<file path="config.mk">
export PLATFORM = sky130hd
export DESIGN_NAME = fetch_watchdog
export DESIGN_NICKNAME = d
export VERILOG_FILES = /design/src/rtl/fwd_pkg.sv /design/src/rtl/fwd_decoder.sv /design/src/rtl/fwd_counter.sv /design/src/rtl/fwd_sequencer.sv /design/src/rtl/fetch_watchdog.sv
export SDC_FILE = /design/constraint.sdc
export NUM_CORES = 1
export LEC_CHECK = 0
export CORE_MARGIN = 8
export CORE_UTILIZATION = 45
export DETAILED_ROUTE_END_ITERATION = 10
export DONT_BUFFER_PORTS = 1
export PLACE_DENSITY = 0.73
export SLEW_MARGIN = 20
export SYNTH_ARGS = -nofsm -noshare
export SYNTH_HDL_FRONTEND = slang
export SYNTH_SLANG_ARGS = --single-unit
</file>
<file path="constraint.sdc">
create_clock -name clk -period 2.55 [get_ports clk]
set_input_delay 0.3825 -clock clk [delete_from_list [all_inputs] [get_ports clk]]
set_output_delay 0.3825 -clock clk [all_outputs]
set_load 0.01 [all_outputs]
</file>
<file path="src/rtl/fwd_pkg.sv">
package fwd_pkg;

    typedef enum logic [2:0] {
        A_CTRL  = 3'd0,
        A_LIMIT = 3'd1,
        A_WIN   = 3'd2,
        A_ARM   = 3'd3,
        A_SVC   = 3'd4,
        A_RARM  = 3'd5,
        A_RCLR  = 3'd6,
        A_COUNT = 3'd7
    } fwd_addr_e;

    localparam logic [7:0]  ARM_KEY  = 8'h40;
    localparam logic [7:0]  SVC_KEY  = 8'h08;
    localparam logic [15:0] RARM_KEY = 16'h4100;
    localparam logic [7:0]  RCLR_KEY = 8'h88;

    typedef struct packed {
        logic       en_set;
        logic       lim_we;
        logic       win_we;
        logic       arm_wr;
        logic       arm_good;
        logic [7:0] arm_byte;
        logic       svc_wr;
        logic       svc_good;
        logic [7:0] svc_byte;
        logic       rarm_wr;
        logic       rarm_good;
        logic       rclr_good;
    } fwd_req_t;

    typedef struct packed {
        logic expired;
        logic window;
        logic bad_svc;
        logic bad_arm;
        logic event_p;
        logic enabled;
    } fwd_stat_t;

    function automatic fwd_req_t fwd_decode(logic we, logic [2:0] a, logic [15:0] d);
        fwd_req_t r;
        r           = '0;
        r.arm_byte  = d[15:8];
        r.svc_byte  = d[7:0];
        r.en_set    = we && (a == A_CTRL) && d[0];
        r.lim_we    = we && (a == A_LIMIT);
        r.win_we    = we && (a == A_WIN);
        r.arm_wr    = we && (a == A_ARM);
        r.arm_good  = d[15:8] == ARM_KEY;
        r.svc_wr    = we && (a == A_SVC);
        r.svc_good  = d[7:0] == SVC_KEY;
        r.rarm_wr   = we && (a == A_RARM);
        r.rarm_good = d == RARM_KEY;
        r.rclr_good = we && (a == A_RCLR) && (d[7:0] == RCLR_KEY);
        return r;
    endfunction

endpackage

</file>
<file path="src/rtl/fwd_decoder.sv">
module fwd_decoder
    import fwd_pkg::*;
#(
    parameter int DATA_W = 32
) (
    input  logic              we,
    input  logic [2:0]        addr,
    input  logic [DATA_W-1:0] data,
    output fwd_req_t          req
);
    always_comb req = fwd_decode(we, addr, data[15:0]);
endmodule

</file>
<file path="src/rtl/fwd_counter.sv">
module fwd_counter #(
    parameter int CNT_W = 32
) (
    input  logic             clk,
    input  logic             rst,
    input  logic             fetch,
    input  logic             run,
    input  logic             clear,
    input  logic [CNT_W-1:0] limit,
    input  logic [CNT_W-1:0] win,
    output logic [CNT_W-1:0] cnt,
    output logic             at_limit,
    output logic             in_window
);
    always_ff @(posedge clk) begin
        if (rst || clear) cnt <= '0;
        else if (run && fetch) cnt <= cnt + 1'b1;
    end

    assign at_limit  = cnt >= limit;
    assign in_window = (cnt >= win) && (cnt < limit);
endmodule

</file>
<file path="src/rtl/fwd_sequencer.sv">
module fwd_sequencer
    import fwd_pkg::*;
(
    input  logic       clk,
    input  logic       rst,
    input  fwd_req_t   req,
    input  logic       at_limit,
    input  logic       in_window,
    output fwd_stat_t  stat,
    output logic       cnt_clr,
    output logic       cnt_run,
    output logic [7:0] arm_key,
    output logic [7:0] svc_key
);
    logic enabled_q, event_q, bad_arm_q, bad_svc_q, expired_q, armed_q, rarm_q;
    logic live, expire, arm_bad, svc_ok, svc_bad, recover;

    always_comb begin
        live    = enabled_q && !event_q;
        expire  = live && at_limit;
        arm_bad = live && req.arm_wr && !req.arm_good;
        svc_ok  = live && req.svc_wr && req.svc_good && armed_q && in_window;
        svc_bad = live && req.svc_wr && !svc_ok;
        recover = event_q && req.rclr_good && rarm_q;
        cnt_clr = svc_ok || recover;
        cnt_run = live && !expire && !arm_bad && !svc_bad;
    end

    always_ff @(posedge clk) begin
        if (rst) begin
            enabled_q <= 1'b0;
            event_q   <= 1'b0;
            bad_arm_q <= 1'b0;
            bad_svc_q <= 1'b0;
            expired_q <= 1'b0;
            armed_q   <= 1'b0;
            rarm_q    <= 1'b0;
            arm_key   <= '0;
            svc_key   <= '0;
        end else begin
            if (req.en_set) enabled_q <= 1'b1;
            if (expire)  expired_q <= 1'b1;
            if (arm_bad) bad_arm_q <= 1'b1;
            if (svc_bad) bad_svc_q <= 1'b1;
            if (expire || arm_bad || svc_bad) event_q <= 1'b1;
            if (live && req.arm_wr) begin
                arm_key <= req.arm_byte;
                if (req.arm_good) armed_q <= 1'b1;
            end
            if (live && req.svc_wr) begin
                svc_key <= req.svc_byte;
                armed_q <= 1'b0;
            end
            if (svc_ok) begin
                arm_key <= '0;
                svc_key <= '0;
            end
            if (event_q && req.rarm_wr) rarm_q <= req.rarm_good;
            if (recover) begin
                event_q   <= 1'b0;
                bad_arm_q <= 1'b0;
                bad_svc_q <= 1'b0;
                expired_q <= 1'b0;
                armed_q   <= 1'b0;
                rarm_q    <= 1'b0;
                arm_key   <= '0;
                svc_key   <= '0;
            end
        end
    end

    always_comb begin
        stat.enabled = enabled_q;
        stat.event_p = event_q;
        stat.bad_arm = bad_arm_q;
        stat.bad_svc = bad_svc_q;
        stat.window  = live && in_window;
        stat.expired = expired_q;
    end
endmodule

</file>
<file path="src/rtl/fetch_watchdog.sv">
module fetch_watchdog
    import fwd_pkg::*;
#(
    parameter int CNT_W  = 32,
    parameter int DATA_W = 32
) (
    input  logic              clk,
    input  logic              rst,
    input  logic              fetch_i,
    input  logic              wr_en_i,
    input  logic [2:0]        wr_addr_i,
    input  logic [DATA_W-1:0] wr_data_i,
    input  logic [2:0]        rd_addr_i,
    output logic [DATA_W-1:0] rd_data_o,
    output logic              event_o
);
    localparam int STAT_W = $bits(fwd_stat_t);

    fwd_req_t   req;
    fwd_stat_t  stat;
    logic [CNT_W-1:0] limit_q, win_q, cnt_q;
    logic at_limit, in_window, cnt_clr, cnt_run;
    logic [7:0] arm_key, svc_key;
    logic enabled_w, event_w, bad_arm_w, bad_svc_w, window_w;

    fwd_decoder #(.DATA_W(DATA_W)) u_dec (
        .we(wr_en_i), .addr(wr_addr_i), .data(wr_data_i), .req(req)
    );

    always_ff @(posedge clk) begin
        if (rst) begin
            limit_q <= '0;
            win_q   <= '0;
        end else if (!stat.enabled) begin
            if (req.lim_we) limit_q <= wr_data_i[CNT_W-1:0];
            if (req.win_we) win_q   <= wr_data_i[CNT_W-1:0];
        end
    end

    fwd_counter #(.CNT_W(CNT_W)) u_cnt (
        .clk(clk), .rst(rst), .fetch(fetch_i), .run(cnt_run), .clear(cnt_clr),
        .limit(limit_q), .win(win_q), .cnt(cnt_q),
        .at_limit(at_limit), .in_window(in_window)
    );

    fwd_sequencer u_seq (
        .clk(clk), .rst(rst), .req(req), .at_limit(at_limit), .in_window(in_window),
        .stat(stat), .cnt_clr(cnt_clr), .cnt_run(cnt_run),
        .arm_key(arm_key), .svc_key(svc_key)
    );

    assign enabled_w = stat.enabled;
    assign event_w   = stat.event_p;
    assign bad_arm_w = stat.bad_arm;
    assign bad_svc_w = stat.bad_svc;
    assign window_w  = stat.window;
    assign event_o   = stat.event_p;

    always_comb begin
        rd_data_o = '0;
        case (rd_addr_i)
            A_CTRL:  rd_data_o[STAT_W-1:0] = stat;
            A_LIMIT: rd_data_o[CNT_W-1:0]  = limit_q;
            A_WIN:   rd_data_o[CNT_W-1:0]  = win_q;
            A_ARM:   rd_data_o[15:8]       = arm_key;
            A_SVC:   rd_data_o[7:0]        = svc_key;
            A_COUNT: rd_data_o[CNT_W-1:0]  = cnt_q;
            default: rd_data_o             = '0;
        endcase
    end
endmodule

</file>
==> metrics.md, run 1 <==
| Metric | Value |
|---|---|
| Status | `finished with violations` |
| Violated checks | `negative setup slack` |
| Core area | `between 15000 and 20000 µm²` |
| Cell total after placement | `around 1.3k` |
| Worst hold path type | `input port to register` |
| Gr usage total | `between 20% and 30%` |
| Crit path buffers/inverters | `2` |
| Critical path peak fanout | `2` |
| Average size of a mapped cell | `7.56 µm²` |
| Number of synthesized flops with an enable pin | `0` |
| Crit path largest cell delay | `between 0.4 and 0.5 ns` |
| Std-Cell Rows | `46` |
| IO Pins | `75` |
| Async SR Flop Fraction | `0%` |
| H-tree level count | `4` |
| Max VDD drop | `~0.00037 V` |
| Clock transition at path regs | `~0.070 ns` |
| Critical path launch point type | `register` |
| Yosys reg bits | `roughly 120` |
| Antenna violation net count after detailed routing | `0` |
| Post-route minimum period | `about 3.3 ns` |
| Hold path start | `rst` |
| Final setup viols | `45` |
| Vias in the first global route | `8452` |
| Most used DFF post-synth | `dfxtp_1` |
| Hold Vio Cnt, Final | `0` |
| CTS Buffer Depth | `2` |
| Share of layout cells above drive strength 1 | `a little under a third` |
| R2r endpoint | `u_cnt.cnt[6]` |
| First DRT Iteration DRCs | `1016` |
| 1st-pass router iterations | `5` |
| Pleak | `around 4 nW` |
| Critical setup path kind | `register to primary output` |
| Crit path setup slack, layout | `-0.722 ns` |
| # hold bufs at CTS | `0` |
| PortBufs | `0` |
| WL final | `between 20000 and 30000 µm` |
| Largest net degree at the start of global routing | `68` |
| Crit-path leading delay family | `compound AO/OA/AOI/OAI gates` |
| Post-Syn Area | `~7300 µm²` |
| Grt total ovfl | `0` |
| Drt drc | `0` |
| Synth unique cells | `57` |
| R2R Setup Slk | `-0.70 ns` |
| Gp weighted congestion | `~0.88` |
| Final non-filler cell total | `around 1.4k` |
| CP required | `approximately 2.2 ns` |
| Slew Limit Headroom | `between 60% and 70%` |
| # nets final | `between 1k and 1.5k` |
| Worst skew pair latency | `0.44 ns` |
| Ys Warns | `0` |
| Crit-path cells | `ha_4 -> nor2b_1 -> o211ai_1 -> a2111oi_4 -> o41ai_4 -> buf_4 -> nand3_4 -> o32ai_4 -> buf_6` |
| TNS Setup | `-28.20 ns` |
| Unrepaired setup endpoints after global routing | `yes` |
| Max cap viols | `0` |
| Starting Density | `between 40% and 50%` |
| Clock sinks | `119` |
| Power density cells | `around 470 nW/µm²` |
| Clock root buffer | `clkbuf_16` |
| First-pass GRT wire length | `between 40000 and 50000 µm` |
| Final period utilization | `128%` |
| N_diodes | `0` |
| Post-Synthesis Cells | `roughly 970` |
| Share of the synthesized area in the top cell type | `32.6%` |
| Worst hold stages | `1` |
| CTS tree | `yes` |
| Setup Skew | `~0.015 ns` |
| Reg2Reg Depth | `14` |
| Slew Viols, Final | `0` |
| Worst Setup End Kind | `primary output` |
| Worst-Margin Slew | `between 0.5 and 0.6 ns` |
| Die Y | `roughly 140 µm` |
| Seq/Total Area, Yosys | `32.6%` |
| Width of the chip | `143 µm` |
| Syn_nets | `around 1.1k` |
| Routed vias/inst | `about 6.3` |
| Total number of vias | `roughly 8.6k` |
| WP data arrival | `just under 3 ns` |
| Filler instances | `roughly 1.2k` |
| Slowest CP cell | `o211ai_1` |
| Count leader, synth | `nand2_1` |
| Area grow syn2layout | `42.1%` |
| Routed len/inst | `about 21 µm` |
| Most common library cells after synthesis | `nand2_1, a21oi_1, dfxtp_1` |
| Reg2reg start | `u_cnt.cnt[1]` |
| Post-synth top area cell | `dfxtp_1` |
| Area contributors post-synth | `dfxtp_1, ha_1, nand2_1, a21oi_1, inv_1` |
| Die area | `20500 µm²` |
| Initial antenna violation count | `0` |
| DP HPWL | `between 15000 and 20000 µm` |
| Hold Path End | `win_q[31]` |
| Max Fclk | `306 MHz` |
| CTS Buf Count | `17` |
| Total chip power | `between 4 and 5 mW` |
## state kept, by name (all words and copies together), names as in the netlist
name             flops
u_seq.svc_key        8
u_seq.armed_q        1
u_cnt.cnt           32
u_seq.rarm_q         1
u_seq.enabled_q      1
u_seq.bad_svc_q      1
win_q               32
u_seq.bad_arm_q      1
u_seq.arm_key        8
limit_q             32
u_seq.event_q        1
u_seq.expired_q      1
## worst reg2reg max path, stage by stage (launching register included)
cell and delay, ns:
dfxtp_2 0.37, ha_4 0.21, nor2b_1 0.12, o211ai_1 0.47, a2111oi_4 0.21, o41ai_4 0.38
buf_4 0.20, nand3_4 0.09, buf_6 0.15, o41ai_4 0.35, buf_6 0.17, buf_12 0.12
buf_12 0.10, buf_12 0.11, a21oi_2 0.05
## repair_timing
item / CTS / global route
resized for setup: 90 / 44
pin swaps: 31 / 14
endpoints found under the setup margin: 45 / 45
hold endpoints to repair: 0 / 0
cloned: 5 / 1
buffers inserted: 27 / 2
## area by class of cell
| type | count | area (µm²) | area share (%) |
|---|---|---|---|
| multi-input combinational | 717 | 4960 | 47.9 |
| sequential | 119 | 2430 | 23.4 |
| timing repair buffer | 214 | 1880 | 18.1 |
| clock buffer | 21 | 450 | 4.34 |
| inverter | 73 | 274 | 2.64 |
| tap | 216 | 270 | 2.61 |
| clock inverter | 10 | 105 | 1.01 |
## cells in the final DEF, fill, tap and decap left out, types with 3 or more instances in the layout
cell,n
nand2_1,196
buf_4,192
a21oi_1,117
dfxtp_1,83
inv_1,62
ha_1,45
dfxtp_2,36
a22oi_1,33
o31ai_1,32
o21ai_0,29
nor2_1,29
nand3_1,24
nand4_1,23
or4_1,23
ha_4,20
clkbuf_16,18
a21oi_2,15
buf_12,11
inv_2,10
a21boi_0,9
mux2i_1,9
a221oi_1,9
and3_1,8
nor3_1,8
and4_1,7
or3_1,6
or4_4,6
clkinv_2,6
nor2b_1,5
buf_16,5
buf_6,5
nand2b_1,4
nor3_2,4
a22o_1,3
nor2_2,3
a211oi_2,3
o21ai_1,3
clkbuf_1,3
## stage by stage
step,area [µm²],setup WS [ns],hold slack (ns),util (%)
4_1_cts,10200,-0.366,0.0186,64.0
5_1_grt,10400,-0.726,-0.00188,65.3
2_1_floorplan,7320,-0.0367,0.422,-
6_report,10400,-0.722,0.00601,65.3
3_5_place_dp,8800,-0.674,0.456,55.4
3_3_place_gp,8800,-0.720,0.439,55.4
## routing by layer
| metal | GRT usage (%) | up-vias | share of wire [%] |
|---|---|---|---|
| met5 | 0 | - | 0 |
| met4 | 17.8 | 0 | 6.2 |
| met3 | 7.30 | 174 | 11 |
| met2 | 43.3 | 568 | 46 |
| met1 | 31.6 | 4009 | 37 |
| li1 | - | 3846 | - |
## power breakdown
group | total (mW) | internal, mW | switching [mW]
registers | 1.90 | 1.88 | 0.0143
logic | 0.612 | 0.283 | 0.330
clock network | 2.35 | 1.44 | 0.908
total | 4.86 | 3.61 | 1.25
## worst max path at each step
stage	slack (ns)	cells past startpoint	from	to
final	-0.72	9	u_cnt.cnt[1]	rd_data_o[4]
after global placement	-0.72	10	win_q[31]	rd_data_o[4]
after global routing	-0.73	9	u_cnt.cnt[1]	rd_data_o[4]
after CTS	-0.37	10	win_q[25]	rd_data_o[4]
after detailed placement	-0.67	10	win_q[29]	rd_data_o[4]
after floorplan	-0.04	9	u_cnt.cnt[1]	u_cnt.cnt[0]
## cell families after synthesis
family                   count (synthesis)  synth area share, %
AO/OA/AOI/OAI                          277                 23.7
adder cells (fa/ha/maj)                 66                 11.4
buffers and inverters                  129                 6.69
flip-flops                             119                 32.6
multiplexers                             9                 1.23
AND/OR/NAND/NOR                        365                 24.3
Power figures use the tool's default switching activity.
==> run 2, diff against run 1 <==
Settings changed: PLACE_DENSITY 0.73 to 0.71.
Clock period 2.55 ns to 3.45 ns, I/O delays scaled along.
==> metrics.md, run 2 (same netlist as run 1, synthesis figures left out) <==
| Metric | Value |
|---|---|
| Clock sinks | `119` |
| R2r endpoint | `u_seq.arm_key[7]` |
| Worst hold path type | `input port to register` |
| Slew Viols, Final | `0` |
| CTS Buffer Depth | `2` |
| Setup Skew | `roughly 0.012 ns` |
| Final setup viols | `0` |
| Max Fclk | `roughly 300 MHz` |
| Crit path largest cell delay | `0.46 ns` |
| Critical path launch point type | `register` |
| Share of layout cells above drive strength 1 | `between 7 and 8%` |
| Most frequent cells in the layout | `nand2_1, a21oi_1, dfxtp_1` |
| Width of the chip | `143 µm` |
| Most common cell after layout, fill and taps aside | `nand2_1` |
| Initial antenna violation count | `0` |
| Critical setup path kind | `register to primary output` |
| Routed vias/inst | `roughly 6` |
| Starting Density | `around 46%` |
| Area grow syn2layout | `13.3%` |
| WP data arrival | `2.80 ns` |
| Post-route minimum period | `3.32 ns` |
| DP HPWL | `around 16000 µm` |
| CP required | `about 3 ns` |
| Grt total ovfl | `0` |
| R2R Setup Slk | `0.46 ns` |
| Core area | `roughly 16000 µm²` |
| CTS Buf Count | `17` |
| Gp weighted congestion | `between 0.9 and 1` |
| Slowest CP cell | `dfxtp_1` |
| Worst-Margin Slew | `~0.94 ns` |
| Tightest hold margin | `0.153 ns` |
| 1st-pass router iterations | `7` |
| Drt drc | `0` |
| Std-Cell Rows | `between 40 and 50` |
| Vias in the first global route | `~6.5k` |
| Hold Vio Cnt, Final | `0` |
| PortBufs | `0` |
| Power density cells | `420 nW/µm²` |
| Total number of vias | `slightly above 7k` |
| Final period utilization | `96.3%` |
| Max VDD drop | `~0.00033 V` |
| Worst skew pair latency | `0.43 ns` |
| Max cap viols | `0` |
| Status | `complete, no violations` |
| Total chip power | `between 3 and 4 mW` |
| Routed len/inst | `19.0 µm` |
| CTS tree | `yes` |
| Antenna violation net count after detailed routing | `0` |
| Critical Path Start | `u_cnt.cnt[0]` |
| TNS Setup | `0 ns` |
| N_diodes | `0` |
| First-pass GRT wire length | `roughly 35000 µm` |
| Critical path peak fanout | `7` |
| Clock root buffer | `clkbuf_16` |
| Gr usage total | `around 22%` |
| Crit-path cells | `inv_1 -> ha_1 -> nand2b_1 -> a2111o_1 -> a311oi_1 -> a31oi_2 -> buf_4 -> nor2_4 -> o32ai_4` |
| # nets final | `1063` |
| Reg2Reg Depth | `9` |
| WL final | `approximately 22000 µm` |
| H-tree level count | `4` |
| Largest net degree at the start of global routing | `between 60 and 70` |
| Die area | `~21000 µm²` |
| First DRT Iteration DRCs | `approximately 550` |
| Clock transition at path regs | `~0.060 ns` |
| Finished Core Util | `between 50 and 60%` |
| Die Y | `approximately 140 µm` |
| IO Pins | `75` |
| Largest registers | `limit_q x32, u_cnt.cnt x32, win_q x32` |
| # hold bufs at CTS | `0` |
| Crit path to | `rd_data_o[4]` |
| Worst Setup End Kind | `primary output` |
| Slew Limit Headroom | `a little under two fifths` |
| Reg2reg start | `u_cnt.cnt[1]` |
| Pleak | `between 2 and 3 nW` |
## run 2: changes by cell type in the layout (fill, tap and decap cells not counted), sizes merged
cell	before	now
clkinv	7	4
buf	213	27
clkbuf	22	25
## run 2: worst min-delay path by stage
stage | startpoint | to | cells after the start
2_1_floorplan | u_seq.bad_svc_q | u_seq.bad_svc_q | 2
3_3_place_gp | u_seq.bad_svc_q | u_seq.bad_svc_q | 2
3_5_place_dp | u_seq.bad_svc_q | u_seq.bad_svc_q | 2
4_1_cts | rst | win_q[1] | 1
5_1_grt | rst | win_q[31] | 1
6_report | rst | win_q[1] | 1
## run 2: metal layers
layer	share of wire (%)	routed length [µm]	global-route usage [%]
met5	0	0	0
met4	2.9	652	9.68
met3	8.3	1860	5.97
met2	45	10200	34.1
met1	43	9750	28.2
## run 2: critical path: cells and delay by family, from the launching register on
family | cells | cell delay [ns]
simple gates | 2 | 0.31
buf+inv | 2 | 0.27
compound gates | 4 | 1.04
flops | 1 | 0.46
fa+ha+maj | 1 | 0.30
## run 2: cell type report
| class | count | area [µm²] |
|---|---|---|
| Clock buffer | 25 | 515 |
| Clock inverter | 7 | 90.1 |
| Fill cell | 1581 | 7620 |
| Inverter | 73 | 274 |
| Multi-Input combinational cell | 717 | 4500 |
| Sequential cell | 119 | 2380 |
| Tap cell | 216 | 270 |
| Timing Repair Buffer | 27 | 240 |
## run 2: per-stage QoR
stage,instances,area (µm²),worst slack (ns)
after floorplan,965,7300,0.694
after global placement,1151,7610,0.205
after detailed placement,1151,7610,0.171
after CTS,1183,8240,0.0529
after global routing,1184,8270,-0.00934
final,1184,8270,0.128
## run 2: what timing repair did
| item | in CTS | in global routing |
|---|---|---|
| setup buffers | 0 | 1 |
| endpoints found under the setup margin | 1 | 1 |
| hold endpoints to repair | 0 | 0 |
| gates resized for setup | 3 | 4 |
## run 2: power breakdown
group,internal (mW),switching [mW]
clock network,1.17,0.640
logic,0.0894,0.164
registers,1.39,0.0147
==> run 3, diff against run 2 <==
Settings changed: CTS_CLUSTER_SIZE from default to 20, REMOVE_ABC_BUFFERS from default to 1.
Clock period 3.45 ns to 4.1 ns, I/O delays scaled along.
==> metrics.md, run 3 (same netlist as run 1, synthesis figures left out) <==
| Metric | Value |
|---|---|
| First-pass GRT wire length | `about 34000 µm` |
| Place WS | `0.743 ns` |
| Most common cell after layout, fill and taps aside | `nand2_1` |
| Crit path setup slack, layout | `0.324 ns` |
| Critical path launch point type | `register` |
| Clock sinks | `119` |
| Core area | `15900 µm²` |
| Routed len/inst | `between 15 and 20 µm` |
| Vias in the first global route | `6561` |
| Largest net degree at the start of global routing | `68` |
| H-tree level count | `4` |
| PortBufs | `0` |
| IO Pins | `75` |
| Slew Limit Headroom | `28.6%` |
| Critical setup path kind | `register to primary output` |
| Max cap viols | `0` |
| Status | `complete, no violations` |
| Final Instance Area | `about 8100 µm²` |
| First DRT Iteration DRCs | `663` |
| Max Fclk | `265 MHz` |
| Reg2Reg Depth | `9` |
| Critical path peak fanout | `7` |
| Share of layout cells above drive strength 1 | `5.67%` |
| WP data arrival | `3.16 ns` |
| Post-cts repair resize count | `0` |
| Tightest hold margin | `0.280 ns` |
| 1st-pass router iterations | `5` |
| Post-route minimum period | `around 3.8 ns` |
| Cell total after placement | `roughly 1.1k` |
| Max VDD drop | `a little under 0.0003 V` |
| CP required | `3.48 ns` |
| Hold Vio Cnt, Final | `0` |
| Gp weighted congestion | `roughly 0.85` |
| Width of the chip | `143 µm` |
| Setup Skew | `0.0112 ns` |
| Starting Density | `about 46%` |
| Total number of vias | `around 7.0k` |
| Die area | `roughly 21000 µm²` |
| Routed vias/inst | `~6.0` |
| Grt total ovfl | `0` |
| CTS Buffer Depth | `2` |
| Final non-filler cell total | `1169` |
| Drt drc | `0` |
| Worst-Margin Slew | `1.07 ns` |
| # nets final | `about 1.0k` |
| Most frequent cells in the layout | `nand2_1, a21oi_1, dfxtp_1` |
| DP Area | `around 7500 µm²` |
| Area grow syn2layout | `11.6%` |
| Pleak | `~2.7 nW` |
| Slew Viols, Final | `0` |
| WL final | `21300 µm` |
| Total chip power | `3.08 mW` |
| Worst Setup End Kind | `primary output` |
| Power density cells | `about 380 nW/µm²` |
| Worst hold path type | `input port to register` |
| CTS tree | `yes` |
| Clock transition at path regs | `approximately 0.050 ns` |
| Largest registers | `limit_q x32, u_cnt.cnt x32, win_q x32` |
| Final setup viols | `0` |
| Post-CTS setup buffer count | `0` |
| # hold bufs at CTS | `0` |
| Gr usage total | `21.2%` |
| Final period utilization | `about 90%` |
| Worst hold stages | `1` |
| DP HPWL | `14900 µm` |
| Die Y | `roughly 140 µm` |
| Clock root buffer | `clkbuf_16` |
| Unrepaired setup endpoints after global routing | `no` |
| N_diodes | `0` |
| R2R Setup Slk | `0.84 ns` |
| Worst skew pair latency | `between 0.4 and 0.5 ns` |
| Initial antenna violation count | `0` |
| Antenna violation net count after detailed routing | `0` |
| Std-Cell Rows | `46` |
| CTS Buf Count | `17` |
==> run 3: through the flow <==
stage,setup TNS (ns),utilization [%]
2_1_floorplan,-42.01,-
3_3_place_gp,0,47.1
3_5_place_dp,0,47.1
6_report,0,51.3
4_1_cts,0,51.3
5_1_grt,0,51.3
==> run 3: worst max-delay path: stages (launching register included) <==
cell and delay (ns):
dfxtp_1 0.37, ha_1 0.33, nand4_1 0.20, nor4_1 0.49
o21ai_0 0.21, a31oi_1 0.40, nor2_1 0.17, o32ai_1 0.57
==> run 3: final cells by class <==
| class | count | area [µm²] |
|---|---|---|
| fill | 1536 | 7740 |
| multi-input combinational | 717 | 4450 |
| sequential | 119 | 2380 |
| clock buffer | 23 | 478 |
| inverter | 73 | 274 |
| tap | 216 | 270 |
| clock inverter | 8 | 193 |
| timing repair buffer | 13 | 97.6 |
==> run 3: power breakdown <==
group | switching (mW) | internal [mW]
Sequential | 0.0121 | 1.17
Clock | 0.520 | 1.18
Combinational | 0.127 | 0.0631
==> run 3: final timing paths <==
kind	start	end
worst max register to register	u_cnt.cnt[29]	u_cnt.cnt[18]
worst min-delay path	rst	limit_q[28]
worst max-delay path	u_cnt.cnt[29]	rd_data_o[4]
worst min register to register	u_seq.svc_key[2]	u_seq.svc_key[2]
==> run 3: layer usage <==
layer	GRT usage (%)	part of all wire (%)	vias up
met2	33.8	47	222
met1	26.8	44	3272
li1	-	-	3439
met5	0	0	-
met4	7.86	1.9	0
met3	5.71	6.7	42
